<file path="config.mk">
export PLATFORM = sky130hd
export DESIGN_NAME = flag_alu
export DESIGN_NICKNAME = d
export VERILOG_FILES = /design/src/rtl/alu_pkg.sv /design/src/rtl/alu_ctrl.sv /design/src/rtl/alu_datapath.sv /design/src/rtl/flag_alu.sv
export SDC_FILE = /design/constraint.sdc
export NUM_CORES = 1
export LEC_CHECK = 0
export ABC_AREA = 1
export BUFFER_PORTS_ARGS = -buffer_cell sky130_fd_sc_hd__buf_4
export CELL_PAD_IN_SITES_DETAIL_PLACEMENT = 1
export CELL_PAD_IN_SITES_GLOBAL_PLACEMENT = 1
export CORE_MARGIN = 2
export CORE_UTILIZATION = 34
export CTS_CLUSTER_DIAMETER = 30
export DETAILED_ROUTE_END_ITERATION = 6
export HOLD_SLACK_MARGIN = 0.06
export PLACE_DENSITY = 0.82
export SYNTH_ARGS = -nofsm -noshare
export SYNTH_HDL_FRONTEND = slang
export SYNTH_SLANG_ARGS = --single-unit
</file>
<file path="constraint.sdc">
create_clock -name clk -period 4.4 [get_ports clk]
set_clock_uncertainty 0.1 [all_clocks]
set_input_delay 0.88 -clock clk [delete_from_list [all_inputs] [get_ports clk]]
set_output_delay 0.88 -clock clk [all_outputs]
set_load 0.02 [all_outputs]
</file>
<file path="src/rtl/alu_pkg.sv">
package alu_pkg;

  typedef enum logic [3:0] {
    OP_ADD  = 4'd0,
    OP_ADDC = 4'd1,
    OP_SUB  = 4'd2,
    OP_SUBC = 4'd3,
    OP_CMP  = 4'd4,
    OP_CMPC = 4'd5,
    OP_AND  = 4'd6,
    OP_OR   = 4'd7,
    OP_XOR  = 4'd8,
    OP_NOT  = 4'd9,
    OP_NEG  = 4'd10
  } alu_op_e;

  // carry-in source for the adder
  typedef enum logic [1:0] {
    CIN_ZERO  = 2'd0,
    CIN_ONE   = 2'd1,
    CIN_FLAG  = 2'd2,
    CIN_NFLAG = 2'd3
  } cin_sel_e;

  typedef enum logic [1:0] {
    LOG_AND = 2'd0,
    LOG_OR  = 2'd1,
    LOG_XOR = 2'd2,
    LOG_NOT = 2'd3
  } log_sel_e;

  // strobes from control to datapath
  typedef struct packed {
    logic     valid;     // defined operation, flags may load
    logic     arith;     // adder result selected, C/V live
    logic     negate;    // x = 0, y = opA
    logic     invY;      // invert the y operand
    cin_sel_e cinSel;
    logic     borrow;    // carry flag reports borrow
    log_sel_e logSel;
    logic     writeRes;
  } alu_strobe_t;

  typedef struct packed {
    logic z;
    logic n;
    logic c;
    logic v;
  } alu_flags_t;

endpackage

</file>
<file path="src/rtl/alu_ctrl.sv">
module alu_ctrl
  import alu_pkg::*;
(
  input  logic [3:0]  opSel,
  output alu_strobe_t strobe
);

  always_comb begin
    strobe = '0;
    unique case (opSel)
      OP_ADD: begin
        strobe.valid = 1'b1; strobe.arith = 1'b1;
        strobe.cinSel = CIN_ZERO; strobe.writeRes = 1'b1;
      end
      OP_ADDC: begin
        strobe.valid = 1'b1; strobe.arith = 1'b1;
        strobe.cinSel = CIN_FLAG; strobe.writeRes = 1'b1;
      end
      OP_SUB, OP_CMP: begin
        strobe.valid = 1'b1; strobe.arith = 1'b1;
        strobe.invY = 1'b1; strobe.borrow = 1'b1;
        strobe.cinSel = CIN_ONE;
        strobe.writeRes = (opSel == OP_SUB);
      end
      OP_SUBC, OP_CMPC: begin
        strobe.valid = 1'b1; strobe.arith = 1'b1;
        strobe.invY = 1'b1; strobe.borrow = 1'b1;
        strobe.cinSel = CIN_NFLAG;
        strobe.writeRes = (opSel == OP_SUBC);
      end
      OP_AND: begin
        strobe.valid = 1'b1; strobe.logSel = LOG_AND; strobe.writeRes = 1'b1;
      end
      OP_OR: begin
        strobe.valid = 1'b1; strobe.logSel = LOG_OR; strobe.writeRes = 1'b1;
      end
      OP_XOR: begin
        strobe.valid = 1'b1; strobe.logSel = LOG_XOR; strobe.writeRes = 1'b1;
      end
      OP_NOT: begin
        strobe.valid = 1'b1; strobe.logSel = LOG_NOT; strobe.writeRes = 1'b1;
      end
      OP_NEG: begin
        strobe.valid = 1'b1; strobe.arith = 1'b1; strobe.negate = 1'b1;
        strobe.invY = 1'b1; strobe.borrow = 1'b1;
        strobe.cinSel = CIN_ONE; strobe.writeRes = 1'b1;
      end
      default: strobe = '0;  // undefined codes: no write, no flag load
    endcase
  end

endmodule

</file>
<file path="src/rtl/alu_datapath.sv">
module alu_datapath
  import alu_pkg::*;
#(
  parameter int WIDTH = 16
) (
  input  logic             clk,
  input  logic             rst_n,
  input  logic [WIDTH-1:0] opA,
  input  logic [WIDTH-1:0] opB,
  input  logic             flagEn,
  input  alu_strobe_t      strobe,
  output logic [WIDTH-1:0] result,
  output alu_flags_t       flagsQ
);

  localparam int MSB = WIDTH - 1;

  logic [WIDTH-1:0] xOp;
  logic [WIDTH-1:0] yRaw;
  logic [WIDTH-1:0] yOp;
  logic             cinBit;
  logic [WIDTH:0]   sumWide;
  logic [WIDTH-1:0] arithRes;
  logic [WIDTH-1:0] logicRes;
  logic             carryOut;
  logic             cNext;
  logic             vNext;
  alu_flags_t       flagsD;

  // adder operand selection
  always_comb begin
    xOp  = strobe.negate ? '0  : opA;
    yRaw = strobe.negate ? opA : opB;
    yOp  = strobe.invY ? ~yRaw : yRaw;
    unique case (strobe.cinSel)
      CIN_ZERO:  cinBit = 1'b0;
      CIN_ONE:   cinBit = 1'b1;
      CIN_FLAG:  cinBit = flagsQ.c;
      CIN_NFLAG: cinBit = ~flagsQ.c;
      default:   cinBit = 1'b0;
    endcase
  end

  always_comb begin
    sumWide  = {1'b0, xOp} + {1'b0, yOp} + (WIDTH+1)'(cinBit);
    arithRes = sumWide[WIDTH-1:0];
    carryOut = sumWide[WIDTH];
    cNext    = strobe.borrow ? ~carryOut : carryOut;
    vNext    = (xOp[MSB] == yOp[MSB]) && (arithRes[MSB] != xOp[MSB]);
  end

  always_comb begin
    unique case (strobe.logSel)
      LOG_AND: logicRes = opA & opB;
      LOG_OR:  logicRes = opA | opB;
      LOG_XOR: logicRes = opA ^ opB;
      LOG_NOT: logicRes = ~opA;
      default: logicRes = '0;
    endcase
  end

  always_comb begin
    result   = strobe.arith ? arithRes : logicRes;
    flagsD.z = (result == '0);
    flagsD.n = result[MSB];
    flagsD.c = strobe.arith ? cNext : 1'b0;
    flagsD.v = strobe.arith ? vNext : 1'b0;
  end

  always_ff @(posedge clk or negedge rst_n) begin
    if (!rst_n) begin
      flagsQ <= '0;
    end else if (flagEn && strobe.valid) begin
      flagsQ <= flagsD;
    end
  end

  // flags hold while the enable is low
  a_r9_hold_flags: assert property (@(posedge clk) disable iff (!rst_n)
    !flagEn |=> $stable(flagsQ));

  // zero flag follows the result that was on the output at the load edge
  a_r6_zero_flag: assert property (@(posedge clk) disable iff (!rst_n)
    (flagEn && strobe.valid) |=> (flagsQ.z == ($past(result) == '0)));

  // negative flag follows the result sign
  a_r6_neg_flag: assert property (@(posedge clk) disable iff (!rst_n)
    (flagEn && strobe.valid) |=> (flagsQ.n == $past(result[MSB])));

  // logical operations leave carry and overflow clear
  a_r7_logic_clears: assert property (@(posedge clk) disable iff (!rst_n)
    (flagEn && strobe.valid && !strobe.arith) |=> (!flagsQ.c && !flagsQ.v));

  // an invalid code never loads the flags
  a_r11_invalid_hold: assert property (@(posedge clk) disable iff (!rst_n)
    (!strobe.valid) |=> $stable(flagsQ));

endmodule

</file>
<file path="src/rtl/flag_alu.sv">
module flag_alu
  import alu_pkg::*;
#(
  parameter int WIDTH = 16
) (
  input  logic             clk,
  input  logic             rst_n,
  input  logic [3:0]       opSel,
  input  logic [WIDTH-1:0] opA,
  input  logic [WIDTH-1:0] opB,
  input  logic             flagEn,
  output logic [WIDTH-1:0] result,
  output logic             resultWe,
  output logic             flagZ,
  output logic             flagN,
  output logic             flagC,
  output logic             flagV
);

  alu_strobe_t strobe;
  alu_flags_t  flagsQ;

  alu_ctrl u_ctrl (
    .opSel  (opSel),
    .strobe (strobe)
  );

  alu_datapath #(.WIDTH(WIDTH)) u_datapath (
    .clk    (clk),
    .rst_n  (rst_n),
    .opA    (opA),
    .opB    (opB),
    .flagEn (flagEn),
    .strobe (strobe),
    .result (result),
    .flagsQ (flagsQ)
  );

  assign resultWe = strobe.writeRes;
  assign flagZ    = flagsQ.z;
  assign flagN    = flagsQ.n;
  assign flagC    = flagsQ.c;
  assign flagV    = flagsQ.v;

  // compares never request write-back
  a_r5_cmp_no_write: assert property (@(posedge clk) disable iff (!rst_n)
    (opSel == OP_CMP || opSel == OP_CMPC) |-> !resultWe);

  // undefined codes never request write-back
  a_r11_no_write: assert property (@(posedge clk) disable iff (!rst_n)
    (opSel > OP_NEG) |-> !resultWe);

  // plain subtract reports a borrow exactly when opA < opB unsigned
  a_r3_borrow: assert property (@(posedge clk) disable iff (!rst_n)
    (flagEn && opSel == OP_SUB) |=> (flagC == ($past(opA) < $past(opB))));

endmodule

</file>
Word level (Yosys, flattened, before mapping). Index checks and enable logic that the tools add are counted. W data, S select, Z words.

Input bits: 39. Output and inout port bits: 21. Flip-flop bits (word level): 4.

Multiplexer cells: 16. Bitwise gates (word level): 7. $add $sub $neg: 2. Reductions and logical operators: 13. Equal/unequal tests: 18.

Operator list (number): $mux W16 (4); $pmux W16 S4 (1); $not A16 Y16 (2); $add A16 B16 Y17 (1); $add A17 B1 Y17 (1); $and A16 B16 Y16 (1); $eq A4 B3 Y1 const B (4); $logic_not A16 Y1 (1); $or A16 B16 Y16 (1); $xor A16 B16 Y16 (1); $reduce_or A7 Y1 (2); $eq A4 B4 Y1 const B (3); $pmux W2 S3 (2); $reduce_or A11 Y1 (1); $eq A2 B2 Y1 const B (4); $eq A4 B2 Y1 const B (2); $mux W1 (7); $reduce_or A5 Y1 (1); $eq A2 B1 Y1 const B (2); $eq A4 B1 Y1 const B (1); $logic_not A2 Y1 (2); $logic_not A4 Y1 (1); $pmux W1 S4 (1); $reduce_or A2 Y1 (2); 6 further kinds (8).

Depth between registers and ports, before layout.
Word-level depth: 10. Mapped depth: 23. Gate-level depth less buffers: 22.

Hierarchy. From an unflattened synthesis, not the netlist that was laid out.

Cell total of the unflattened synthesis: 517. Area, all modules: 2867.8 um2.

Modules (own cells, without submodules): alu_datapath (cells each 492, area an instance 2761.4 um2, times used 1); alu_ctrl (cells each 25, area an instance 106.4 um2, times used 1).

Least setup slack after synthesis. No wires, ideal clock.

Path kind: input port to output port. From: in opSel[3]. To: out result[12]. Slack: 0.011 ns. Data arrival time: 3.409 ns. Path buffers: 1. Cell stages on the path: 15. Cell sequence: inv_2 > nor2_4 > nand2_4 > o211ai_1 > clkbuf_1 > o21ai_0 > fa_1 > fa_1 > nand3_1 > nand3_1 > nand3_1 > nand4_1 > nand3_1 > nand2_1 > inv_1.

Cells in the longest elaborated chain, start to end: 8. Elaborated cells between the ends (all ways): 36. Classes of those cells: add/sub: 2; eq/ne: 15; mux: 11; bitwise: 1; reduce/logical: 7.

Ends and longest elaborated chain: start: declaration (line flag_alu.sv:8) `input logic [3:0] opSel,`; $eq A4 B4 Y1 (line alu_ctrl.sv:10) `unique case (opSel)`; $mux W1 (line alu_ctrl.sv:10); $mux W16 (line alu_datapath.sv:33) `yRaw = strobe.negate ? opA : opB;`; $not A16 Y16 (line alu_datapath.sv:34) `yOp = strobe.invY ? ~yRaw : yRaw;`; $mux W16 (line alu_datapath.sv:34); $add A16 B16 Y17 (line alu_datapath.sv:45) `sumWide = {1'b0, xOp} + {1'b0, yOp} + (WIDTH+1)'(cinBit);`; $add A17 B1 Y17 (line alu_datapath.sv:45); $mux W16 (*) (line alu_datapath.sv:63) `result = strobe.arith ? arithRes : logicRes;`; end: declaration (line flag_alu.sv:12) `output logic [WIDTH-1:0] result,`.

Every way passes the cells marked *; elsewhere a longest branch is shown, timed or not.

Worst setup path after layout.
From: in opSel[3]. To: out result[8].

The elaborated chain is that of the path after synthesis.

==> metrics.csv <==
metric,value,unit
synth_seq_area_share,3.46,%
synthCells,545,
p_leak,2.43,nW
htree_levels,1,
worstMarginPinSlew,609,ps
nets,743,
ios,60,
power_density,222,mW/mm2
grt_max_degree,27,
drc_errors,0,
rsz0062_at_grt,yes,
outcome,"finished, violations left",
cts-root-buf,clkbuf_8,
top_register,u_datapath.flagsQ,
grt_pass1_wl,17900,um
ys_types,31,
wire_per_inst,18.7,um
worstPathArrival,3520,ps
gp_congestion,0.840,
place_area,0.00370,mm2
min_path_type,in -> async,
rows,33,
stdcell_area,0.00417,mm2
largest_registers,u_datapath.flagsQ (4),
max_cap_violations,0,
crit_type,in -> out,
port_buffers,59,
clockBufferDepth,2,
tritoncts,yes,
setup_slack,-96.2,ps
synth_nets,633,
setup_viol,8,
ys_seq_elements,4,
critPathLaunchType,primary input,
vias_per_cell,5.49,
area.growth.synth_to_final,44.0,%
fin_crit,4500,ps
mostFrequentLayoutCells,"nand2_1, buf_4, inv_1, nor2_1, ha_1",
die-area,0.00927,mm2
groute.usage.overall,24.6,%
num_antenna_cells,0,
routed_wl,14200,um
die_w,96.3,um
total_power,0.926,mW
slew_violations,0,
ant_nets,0,
endpoint_kind,output port,
drt_pre_antenna_iters,5,
largest_register_ffs,4,
postSynthAreaPerCell,5.31,um2
fmax,222,MHz
dp_hpwl,8820,um
grt-ovfl-total,0,
final_common_cell,nand2_1,
path_max_fanout,5,
crit_required,3420,ps
clk_latency,220,ps
relSlewSlack,59.4,%
coreArea,0.00822,mm2
whs,347,ps
fill_cells,1176,
clkTransAtPathRegs,40,ps
drtIter0Drc,248,
min_period_over_period,102,%
hold_viol_final,0,
antenna_found_initial,0,
grt_pass1_vias,3928,
drive_gt1_share,28.8,%
yosys_warnings,0,
synth_area,0.00289,mm2
die_y,96.3,um
clock-sinks,4,
ir_worst_vdd,0.178,mV
numCtsBuffers,3,
initial_core_util,35.2,%
final_util,50.7,%
violations,negative setup slack,
vias,4162,
setup_tns,-466,ps
-- worst paths after layout --
| path | depth (start not counted) | slack (ps) | end | startpoint |
|---|---|---|---|---|
| worst min register to register | 2 | 390 | u_datapath.flagsQ[0]$_DFFE_PN0P_ | u_datapath.flagsQ[0]$_DFFE_PN0P_ |
| min in group clk | 2 | 390 | u_datapath.flagsQ[0]$_DFFE_PN0P_ | u_datapath.flagsQ[0]$_DFFE_PN0P_ |
| max in group asynchronous | 1 | 3750 | u_datapath.flagsQ[0]$_DFFE_PN0P_ | rst_n |
| worst max-delay path | 19 | -100 | result[8] | opSel[3] |
| worst min-delay path | 1 | 350 | u_datapath.flagsQ[2]$_DFFE_PN0P_ | rst_n |
| worst max register to register | 16 | 1270 | u_datapath.flagsQ[3]$_DFFE_PN0P_ | u_datapath.flagsQ[1]$_DFFE_PN0P_ |
-- synthesized netlist by cell type --
cell type	n	area [um2]
clkbuf_1	5	18.8
fa_1	2	40.0
o22ai_1	3	18.8
buf_6	1	11.3
nor2_4	1	11.3
nand4_1	4	25.0
o211ai_1	10	75.1
buf_2	4	20.0
buf_4	2	15.0
a21oi_1	19	95.1
nand2_4	1	11.3
xor2_1	1	8.76
inv_2	5	18.8
ha_1	47	588
nand3b_1	2	15.0
nand2_1	179	672
or2_2	2	12.5
nor3_1	2	10.0
and2_1	3	18.8
o21ai_0	32	160
a22oi_1	1	7.51
a211oi_1	1	7.51
nor2_1	55	206
nand2_2	2	12.5
or2_0	2	12.5
xnor2_1	10	87.6
nand3_1	37	185
nand3_4	1	17.5
o2111ai_1	2	17.5
inv_1	105	394
dfrtp_1	4	100
-- cell families after synthesis --
logic type / count (synthesis) / share of synthesized area [%]
simple gates: 291 / 41.8
buf+inv: 122 / 16.5
compound gates: 68 / 13.2
fa+ha+maj: 49 / 21.7
xor+xnor: 11 / 3.33
flops: 4 / 3.46
-- through the flow --
step,worst slack [ps],cells
3_3_place_gp,-20.0,737
2_1_floorplan,11.1,545
4_1_cts,1.03,744
5_1_grt,-221,758
3_5_place_dp,-155,737
6_report,-96.2,758
-- report_power, final --
group          switching (mW)  total (mW)  internal [mW]
registers             0.00385      0.0456         0.0417
logic                   0.471       0.798          0.328
clock network          0.0233      0.0820         0.0587
-- metal layers --
| metal | part of all wire [%] | vias to the layer above | track usage (%) |
|---|---|---|---|
| li1 | - | 1916 | - |
| met1 | 41 | 1995 | 30.5 |
| met2 | 49 | 190 | 46.6 |
| met3 | 5.1 | 61 | 0.940 |
| met4 | 4.6 | 0 | 5.00 |
| met5 | 0 | - | 0 |
-- cell type report --
class / count / area [um2] / share of cell area, %
inverter: 110 / 418 / 10.0
multi-input combinational: 419 / 2520 / 60.5
sequential: 4 / 100 / 2.40
tap: 105 / 131 / 3.15
clock buffer: 3 / 41.3 / 0.991
timing repair buffer: 117 / 956 / 22.9
-- worst max-delay path: stages --
cell      delay (ps)
buf_4            140
inv_4             70
nor2_4            40
nand2_4           80
o211ai_1         120
buf_4            170
o211ai_1          90
o21ai_1          190
fa_2             440
fa_2             470
nand3_4          120
nand3_4          110
nand2_2           90
nand3_1           60
nand2_1           80
nand3_2           70
nand2_2          110
inv_1             50
buf_4            150
-- repair_timing --
action,4_1_cts,5_1_grt
hold buffers,0,0
endpoints found under the setup margin,9,12
setup buffers,4,13
cloned,0,1
gates resized for setup,16,74
pin swaps,8,32
(Power assumes the default switching activity.)
